## src/rtl/bfu_pkg.sv

```systemverilog
package bfu_pkg;
  typedef enum logic [1:0] {
    ST_IDLE  = 2'd0,
    ST_READ  = 2'd1,
    ST_WRITE = 2'd2
  } bfu_state_e;
endpackage

```

## src/rtl/bfu_lsb_idx.sv

```systemverilog
module bfu_lsb_idx #(
  parameter int W  = 8,
  localparam int IW = (W > 1) ? $clog2(W) : 1
) (
  input  logic [W-1:0]  vec,
  output logic [IW-1:0] idx
);
  // lowest set bit wins; an all-zero vector yields 0
  always_comb begin
    idx = '0;
    for (int i = W - 1; i >= 0; i--) begin
      if (vec[i]) idx = IW'(i);
    end
  end
endmodule

```

## src/rtl/bfu_field.sv

```systemverilog
module bfu_field #(
  parameter int W = 8
) (
  input  logic [W-1:0] mask,
  input  logic [W-1:0] src_byte,
  input  logic [W-1:0] ins_val,
  output logic [W-1:0] extracted,
  output logic [W-1:0] merged
);
  localparam int IW = (W > 1) ? $clog2(W) : 1;

  logic [IW-1:0] sh;
  logic [W-1:0]  placed;

  bfu_lsb_idx #(.W(W)) u_idx (.vec(mask), .idx(sh));

  assign extracted = (src_byte & mask) >> sh;
  assign placed    = ins_val << sh;

  for (genvar g = 0; g < W; g++) begin : g_merge
    assign merged[g] = mask[g] ? placed[g] : src_byte[g];
  end
endmodule

```

## src/rtl/bitfield_unit.sv

```systemverilog
module bitfield_unit
  import bfu_pkg::*;
#(
  parameter int AW = 8,
  parameter int DW = 8,
  parameter int RW = 32
) (
  input  logic          clk,
  input  logic          rst,
  input  logic          start,
  input  logic          op_store,
  input  logic [DW-1:0] mask,
  input  logic [RW-1:0] reg_val,
  input  logic [AW-1:0] addr,
  output logic          busy,
  output logic          done,
  output logic [RW-1:0] result,
  output logic          mem_req,
  output logic          mem_we,
  output logic [AW-1:0] mem_addr,
  output logic [DW-1:0] mem_wdata,
  input  logic [DW-1:0] mem_rdata,
  input  logic          mem_ack
);
  localparam int UW = RW - DW;

  bfu_state_e    state_q;
  logic          op_q;
  logic [DW-1:0] mask_q;
  logic [RW-1:0] val_q;
  logic [AW-1:0] addr_q;
  logic [DW-1:0] wdata_q;
  logic [RW-1:0] result_q;
  logic          req_q, we_q, done_q;

  logic [DW-1:0] fld_ext, fld_mrg;

  bfu_field #(.W(DW)) u_field (
    .mask      (mask_q),
    .src_byte  (mem_rdata),
    .ins_val   (val_q[DW-1:0]),
    .extracted (fld_ext),
    .merged    (fld_mrg)
  );

  always_ff @(posedge clk) begin
    if (rst) begin
      state_q  <= ST_IDLE;
      op_q     <= 1'b0;
      mask_q   <= '0;
      val_q    <= '0;
      addr_q   <= '0;
      wdata_q  <= '0;
      result_q <= '0;
      req_q    <= 1'b0;
      we_q     <= 1'b0;
      done_q   <= 1'b0;
    end else begin
      done_q <= 1'b0;
      case (state_q)
        ST_IDLE: begin
          if (start) begin
            op_q    <= op_store;
            mask_q  <= mask;
            val_q   <= reg_val;
            addr_q  <= addr;
            req_q   <= 1'b1;
            we_q    <= 1'b0;
            state_q <= ST_READ;
          end
        end
        ST_READ: begin
          if (mem_ack) begin
            if (op_q) begin
              wdata_q <= fld_mrg;
              we_q    <= 1'b1;
              state_q <= ST_WRITE;
            end else begin
              result_q <= {val_q[RW-1:DW], fld_ext};
              req_q    <= 1'b0;
              done_q   <= 1'b1;
              state_q  <= ST_IDLE;
            end
          end
        end
        ST_WRITE: begin
          if (mem_ack) begin
            req_q   <= 1'b0;
            we_q    <= 1'b0;
            done_q  <= 1'b1;
            state_q <= ST_IDLE;
          end
        end
        default: state_q <= ST_IDLE;
      endcase
    end
  end

  logic [UW-1:0] unused_hi;
  assign unused_hi = '0;

  assign busy      = (state_q != ST_IDLE);
  assign done      = done_q;
  assign result    = result_q;
  assign mem_req   = req_q;
  assign mem_we    = we_q;
  assign mem_addr  = addr_q;
  assign mem_wdata = wdata_q;
endmodule

```

## config.mk

```make
export PLATFORM = sky130hd
export DESIGN_NAME = bitfield_unit
export DESIGN_NICKNAME = d
export VERILOG_FILES = /design/src/rtl/bfu_pkg.sv /design/src/rtl/bfu_lsb_idx.sv /design/src/rtl/bfu_field.sv /design/src/rtl/bitfield_unit.sv
export SDC_FILE = /design/constraint.sdc
export NUM_CORES = 1
export LEC_CHECK = 0
export CAP_MARGIN = 30
export CORE_MARGIN = 2
export CORE_UTILIZATION = 44
export DETAILED_ROUTE_END_ITERATION = 8
export PLACE_DENSITY_LB_ADDON = 0.25
export SLEW_MARGIN = 0
export SYNTH_ARGS = -nofsm -noshare
export SYNTH_HDL_FRONTEND = slang
export SYNTH_HIERARCHICAL = 1
export SYNTH_SLANG_ARGS = --single-unit
export TNS_END_PERCENT = 20
```

## constraint.sdc

```tcl
create_clock -name clk -period 1.85 [get_ports clk]
set_input_delay 0.37 -clock clk [delete_from_list [all_inputs] [get_ports clk]]
set_output_delay 0.37 -clock clk [all_outputs]
set_load 0.005 [all_outputs]
```

-- Yosys cells after proc, flatten, opt, wreduce, memory -nomap -nowiden
Cells that the tools add are included.
- flip-flop bits (word level): 94
- input bits: 61
- output and inout bits: 52
- word-level logic and storage cells: 64
- equal/unequal tests: 7
- shift-type cells: 2
- mux-type cells: 34
- bitwise gates (word level): 2
- reductions and logical operators: 9
- operator list (operator ; count):
    2-to-1 mux 3 bit ; 8
    2-to-1 mux 1 bit ; 18
    inequality test 2 bit (second input constant) ; 5
    AND reduction 5 bit ; 2
    AND reduction 3 bit ; 3
    bitwise AND 8 bit ; 1
    2-to-1 mux 2 bit ; 4
    left shift 8 x 3 -> 8 bit ; 1
    >> shifter 8 x 3 -> 8 bit ; 1
    case mux 1 bit (3 select lines) ; 2
    case mux 2 bit (3 select lines) ; 1
    nonzero test 3 bit ; 1
    equality test 2 x 1 -> 1 bit (second input constant) ; 1
    equality test 2 bit (second input constant) ; 1
    logical NOT 2 bit ; 1
    case mux 1 bit (2 select lines) ; 1
    AND reduction 2 bit ; 1
    nonzero test 2 bit ; 1
    NOT 1 bit ; 1

-- Longest topological paths before layout
Gate-level depths: netlist of run 1.
- depth after elaboration: 10
- depth in mapped cells: 10
- gate-level depth less buffers: 8

-- Modules after synthesis
The synthesis of run 1 kept the hierarchy.
- by module, submodules not included (module ; times used ; cells each ; area an instance (um^2) ; sequential area each (um^2)):
    bitfield_unit ; 1 ; 420 ; 3439.5 ; 1881.8
    bfu_field ; 1 ; 90 ; 638.1 ; 0.0
    bfu_lsb_idx ; 1 ; 12 ; 83.8 ; 0.0

-- Least setup slack after synthesis of run 1
OpenSTA, ideal clock, no wires.
- kind: reg2reg
- start point: register mask_q[4]
- end point: register result_q[2] (netlist: result[2])
- library setup time: 0.070 ns
- data arrival time: 1.841 ns
- required time: 1.780 ns
- slack: -0.062 ns
- cell stages (with the launch flop): 8
- buffers on the path: 1
- period minus slack after synthesis: 1.912 ns
- path through: dfxtp_1 nor4_1 nor4b_1 buf_6 mux4_2 o2bb2ai_1 nand2_1 a21oi_1
- longest elaborated chain between the ends: 6
- elaborated cells between the ends (all ways): 7
- those cells by class: shift (1); mux (5); bitwise (1)
- RTL lines (item ; line ; text):
    start: declaration ; bitfield_unit.sv:29 ; logic [DW-1:0] mask_q;
    start signal: assignment ; bitfield_unit.sv:64 ; mask_q <= mask;
    2-to-1 mux 3 bit (5 in series) ; bfu_lsb_idx.sv:12 ; if (vec[i]) idx = IW'(i);
    net u_field.sh[2] ; bfu_field.sv:12 ; logic [IW-1:0] sh;
    >> shifter 8 x 3 -> 8 bit ; bfu_field.sv:17 ; assign extracted = (src_byte & mask) >> sh;
    net fld_ext[2] ; bitfield_unit.sv:36 ; logic [DW-1:0] fld_ext, fld_mrg;
    end signal: assignment ; bitfield_unit.sv:79 ; result_q <= {val_q[RW-1:DW], fld_ext};
    end: declaration ; bitfield_unit.sv:33 ; logic [RW-1:0] result_q;
The timed path passes the listed nets, and every way through them passes these cells.
A chain may end at the register's enable or synchronous reset.

-- Worst setup path after layout of run 1
- start point: register mask_q[0]
- end point: register wdata_q[5] (netlist: mem_wdata[5])
- longest elaborated chain between the ends: 3
- RTL lines (item ; line ; text):
    2-to-1 mux 3 bit ; bfu_lsb_idx.sv:12 ;
    net u_field.sh[0] ; bfu_field.sv:12 ;
    left shift 8 x 3 -> 8 bit ; bfu_field.sv:18 ; assign placed = ins_val << sh;
    2-to-1 mux 1 bit ; bfu_field.sv:21 ; assign merged[g] = mask[g] ? placed[g] : src_byte[g];
    net fld_mrg[5] ; bitfield_unit.sv:36 ;
    end signal: assignment ; bitfield_unit.sv:75 ; wdata_q <= fld_mrg;
    end: declaration ; bitfield_unit.sv:32 ; logic [DW-1:0] wdata_q;
The timed path passes the listed nets, and every way through them passes these cells.

==> results.cfg, run 1 <==
[run_status]
status = finished with violations
violations = negative setup slack

[setup_path]
worstRegToRegCells = 7
slowest_stage = mux4_2
crit_chain = o41ai_4 > buf_4 > mux4_2 > a22oi_2 > a21oi_2 > mux2i_1 > nor2_1
r2r_setup_slack_ps = -100
cp-start-kind = flop
worstSetupEndpointType = flop
critical_path_required_ps = 2100
crit_type = reg2reg
cpPeakStageDelay_ps = 490
worst-path-max-fanout = 5
cp.arrival_ps = 2200

[yosys]
yosysWarnings = 6
ys_ff_latch = 94
syn_area_um2 = 4160
synth_nets = 589
netlist.area_leader.share = 0.452
synth_most_common_cell = nand2_1
synthTopCellsByArea = dfxtp_1 (45%), nand2_1 (16%), a21oi_1 (10%)
ys_async_sr_fraction = 0
yosysTopAreaCell = dfxtp_1
synth_cell_types = 43
synth_cells = 522
seq_area_frac_synth = 0.452
ys.flop_type = dfxtp_1
syn-mean-instance-area_um2 = 7.97
synth_common_cells = nand2_1 (181), dfxtp_1 (94), a21oi_1 (87)
synth_edf_count = 0

[cells_and_area]
drive_above_1_share = 0.174
antenna_cells = 0
area_delta_synth_final_pct = 42.9
nFillCells = 818
fin_cells = 771
regArea_um2 = 1900
nets = 722
final_core_util = 0.647
multi_input_area_um2 = 2160

[detailed_routing]
wl_per_cell_um = 14.4
drt_wl_total_mm = 11.1
via_count = 3972
drtPass1Iterations = 5
drc_errors = 0
ant_nets = 0
first_iter_violations = 132
vias_per_cell = 5.15

[timing]
skew_ps = 10.7
fmax_mhz = 513
relSlewSlack = 0.700
hold_violations = 0
worst_slew_pin_slew_ps = 445
worst_slack_ps = -99.1
maxSlewViolCount = 0
final.min_clock_period_ps = 1950
setup_viol = 8
finalSetupTns_ps = -392
fin_crit_sh = 1.05
rsz0062_at_grt = yes

[clock_tree]
htreeDepth = 3
hold_buffers = 0
cts_buffers = 9
clockBufferDepth = 2
cts_tree = built
clock_sinks = 94
clk_pin_slew_ps = 100
cts_root_buffer = clkbuf_8
clock_latency_ps = 370

[die]
start_util = 0.453
row_count = 35
fp.dieArea_um2 = 10300
ios = 113
dieWidth_um = 101
core-area_um2 = 9200
fp.dieH_um = 101

[place]
place_hpwl_mm = 7.68
dp_cells = 751
port-buffer-count = 112
place_congestion = 0.882
post-place-ws_ps = -139

[hold_path]
hold_depth = 2
hp-class = in2reg

[grt]
antenna_found_initial = 0
grt_max_degree = 60
grt_pass1_wl_mm = 17.8
first_global_vias = 3808
grt_overflow = 0
track_usage = 0.218

[power_and_ir_drop]
ir_drop_v = 0.000452
power_mw = 4.70
p_leak_nw = 2.28
powerDensity_nw_per_um2 = 790

[run]
max_cap_violations = 0
cell families (layout without fill, tap and decap cells):
kind of cell	count (synthesis)	in the layout	share of synthesized area
buffers and inverters	48	186	0.0628
adders and majority gates	6	6	0.0180
DFF	94	94	0.452
and+or+nand+nor	231	231	0.231
AOI/OAI and AO/OA	120	120	0.163
muxes	23	23	0.0725
metrics by stage:
stage                     hold WS, ps  instance area [µm²]
after CTS                         233                 5860
after detailed placement          447                 5580
after global routing              244                 5950
final                             244                 5950
after global placement            437                 5580
after floorplan                   432                 4170
worst max-delay path, delay by kind of cell (launching register included):
family	cells	cell delay (ps)
buffers and inverters	1	170
AO/OA/AOI/OAI	3	620
AND/OR/NAND/NOR	1	50
flip-flops	1	380
multiplexers	2	620
worst paths after layout:
check | from | end
worst max-delay path | mask_q[0]$_SDFFE_PP0P_ | mem_wdata[5]$_SDFFE_PP0P_
worst min-delay path | rst | mem_addr[7]$_SDFFE_PP0P_
worst max register to register | mask_q[0]$_SDFFE_PP0P_ | mem_wdata[5]$_SDFFE_PP0P_
worst min register to register | val_q[29]$_SDFFE_PP0P_ | result[29]$_SDFFE_PP0P_
per-layer routing:
layer / global-route usage / vias up / part of all wire
met2: 0.374 / 115 / 0.48
li1: - / 2000 / -
met5: 0 / - / 0
met1: 0.273 / 1837 / 0.44
met3: 0.0435 / 20 / 0.058
met4: 0.0790 / 0 / 0.017
final cells by class:
type                       count  share of cell area
multi-input combinational    380               0.363
sequential                    94               0.320
timing repair buffer         156               0.254
tap                          111              0.0234
clock buffer                   9              0.0208
clock inverter                 7              0.0105
inverter                      14             0.00884
flip-flops by register name (all words and copies together), names as in the netlist:
register and flops:
op_q 1, mem_wdata 8, state_q 2, mem_addr 8
mem_we 1, mask_q 8, done 1, result 32
val_q 32, mem_req 1
report_power, final:
group / leakage [nW] / switching, mW / internal, mW
Sequential: 0.770 / 0.0784 / 2.13
Combinational: 1.41 / 0.559 / 0.602
Clock: 0.0984 / 0.806 / 0.523
Total: 2.28 / 1.44 / 3.25
layout by cell type, fill, tap and decap left out, types with 3 or more instances in the layout:
| cell | instances |
|---|---|
| inv_1 | 10 |
| dfxtp_2 | 4 |
| buf_6 | 3 |
| clkdlybuf4s50_1 | 110 |
| a21oi_2 | 3 |
| nand2_1 | 179 |
| nor2_1 | 13 |
| ha_1 | 5 |
| nand3_1 | 8 |
| buf_4 | 37 |
| mux2_2 | 3 |
| mux4_2 | 5 |
| clkbuf_8 | 9 |
| a21oi_1 | 84 |
| o22ai_1 | 3 |
| inv_6 | 3 |
| nand2b_1 | 3 |
| dfxtp_4 | 4 |
| o21ai_0 | 9 |
| o22ai_2 | 3 |
| mux2_4 | 4 |
| dfxtp_1 | 86 |
| nor2b_1 | 4 |
| buf_12 | 4 |
| inv_2 | 4 |
| mux2i_1 | 11 |
| nor3_1 | 3 |
| nor2_2 | 3 |
what timing repair did:
action / CTS / global route
setup buffers: 2 / 2
setup endpoints to repair: 16 / 15
gates resized for setup: 25 / 20
pin swaps: 6 / 5
No activity file was read; power rests on OpenSTA's default activity.
==> run 2, diff against run 1 <==
--- a/config.mk
+++ b/config.mk
@@ -8,6 +8,7 @@
 export CAP_MARGIN = 30
 export CORE_MARGIN = 2
 export CORE_UTILIZATION = 44
+export CTS_CLUSTER_DIAMETER = 150
 export DETAILED_ROUTE_END_ITERATION = 8
 export PLACE_DENSITY_LB_ADDON = 0.25
 export SLEW_MARGIN = 0
==> results of run 2 <==
Final layout, timing and power as in run 1 (identical DEF).
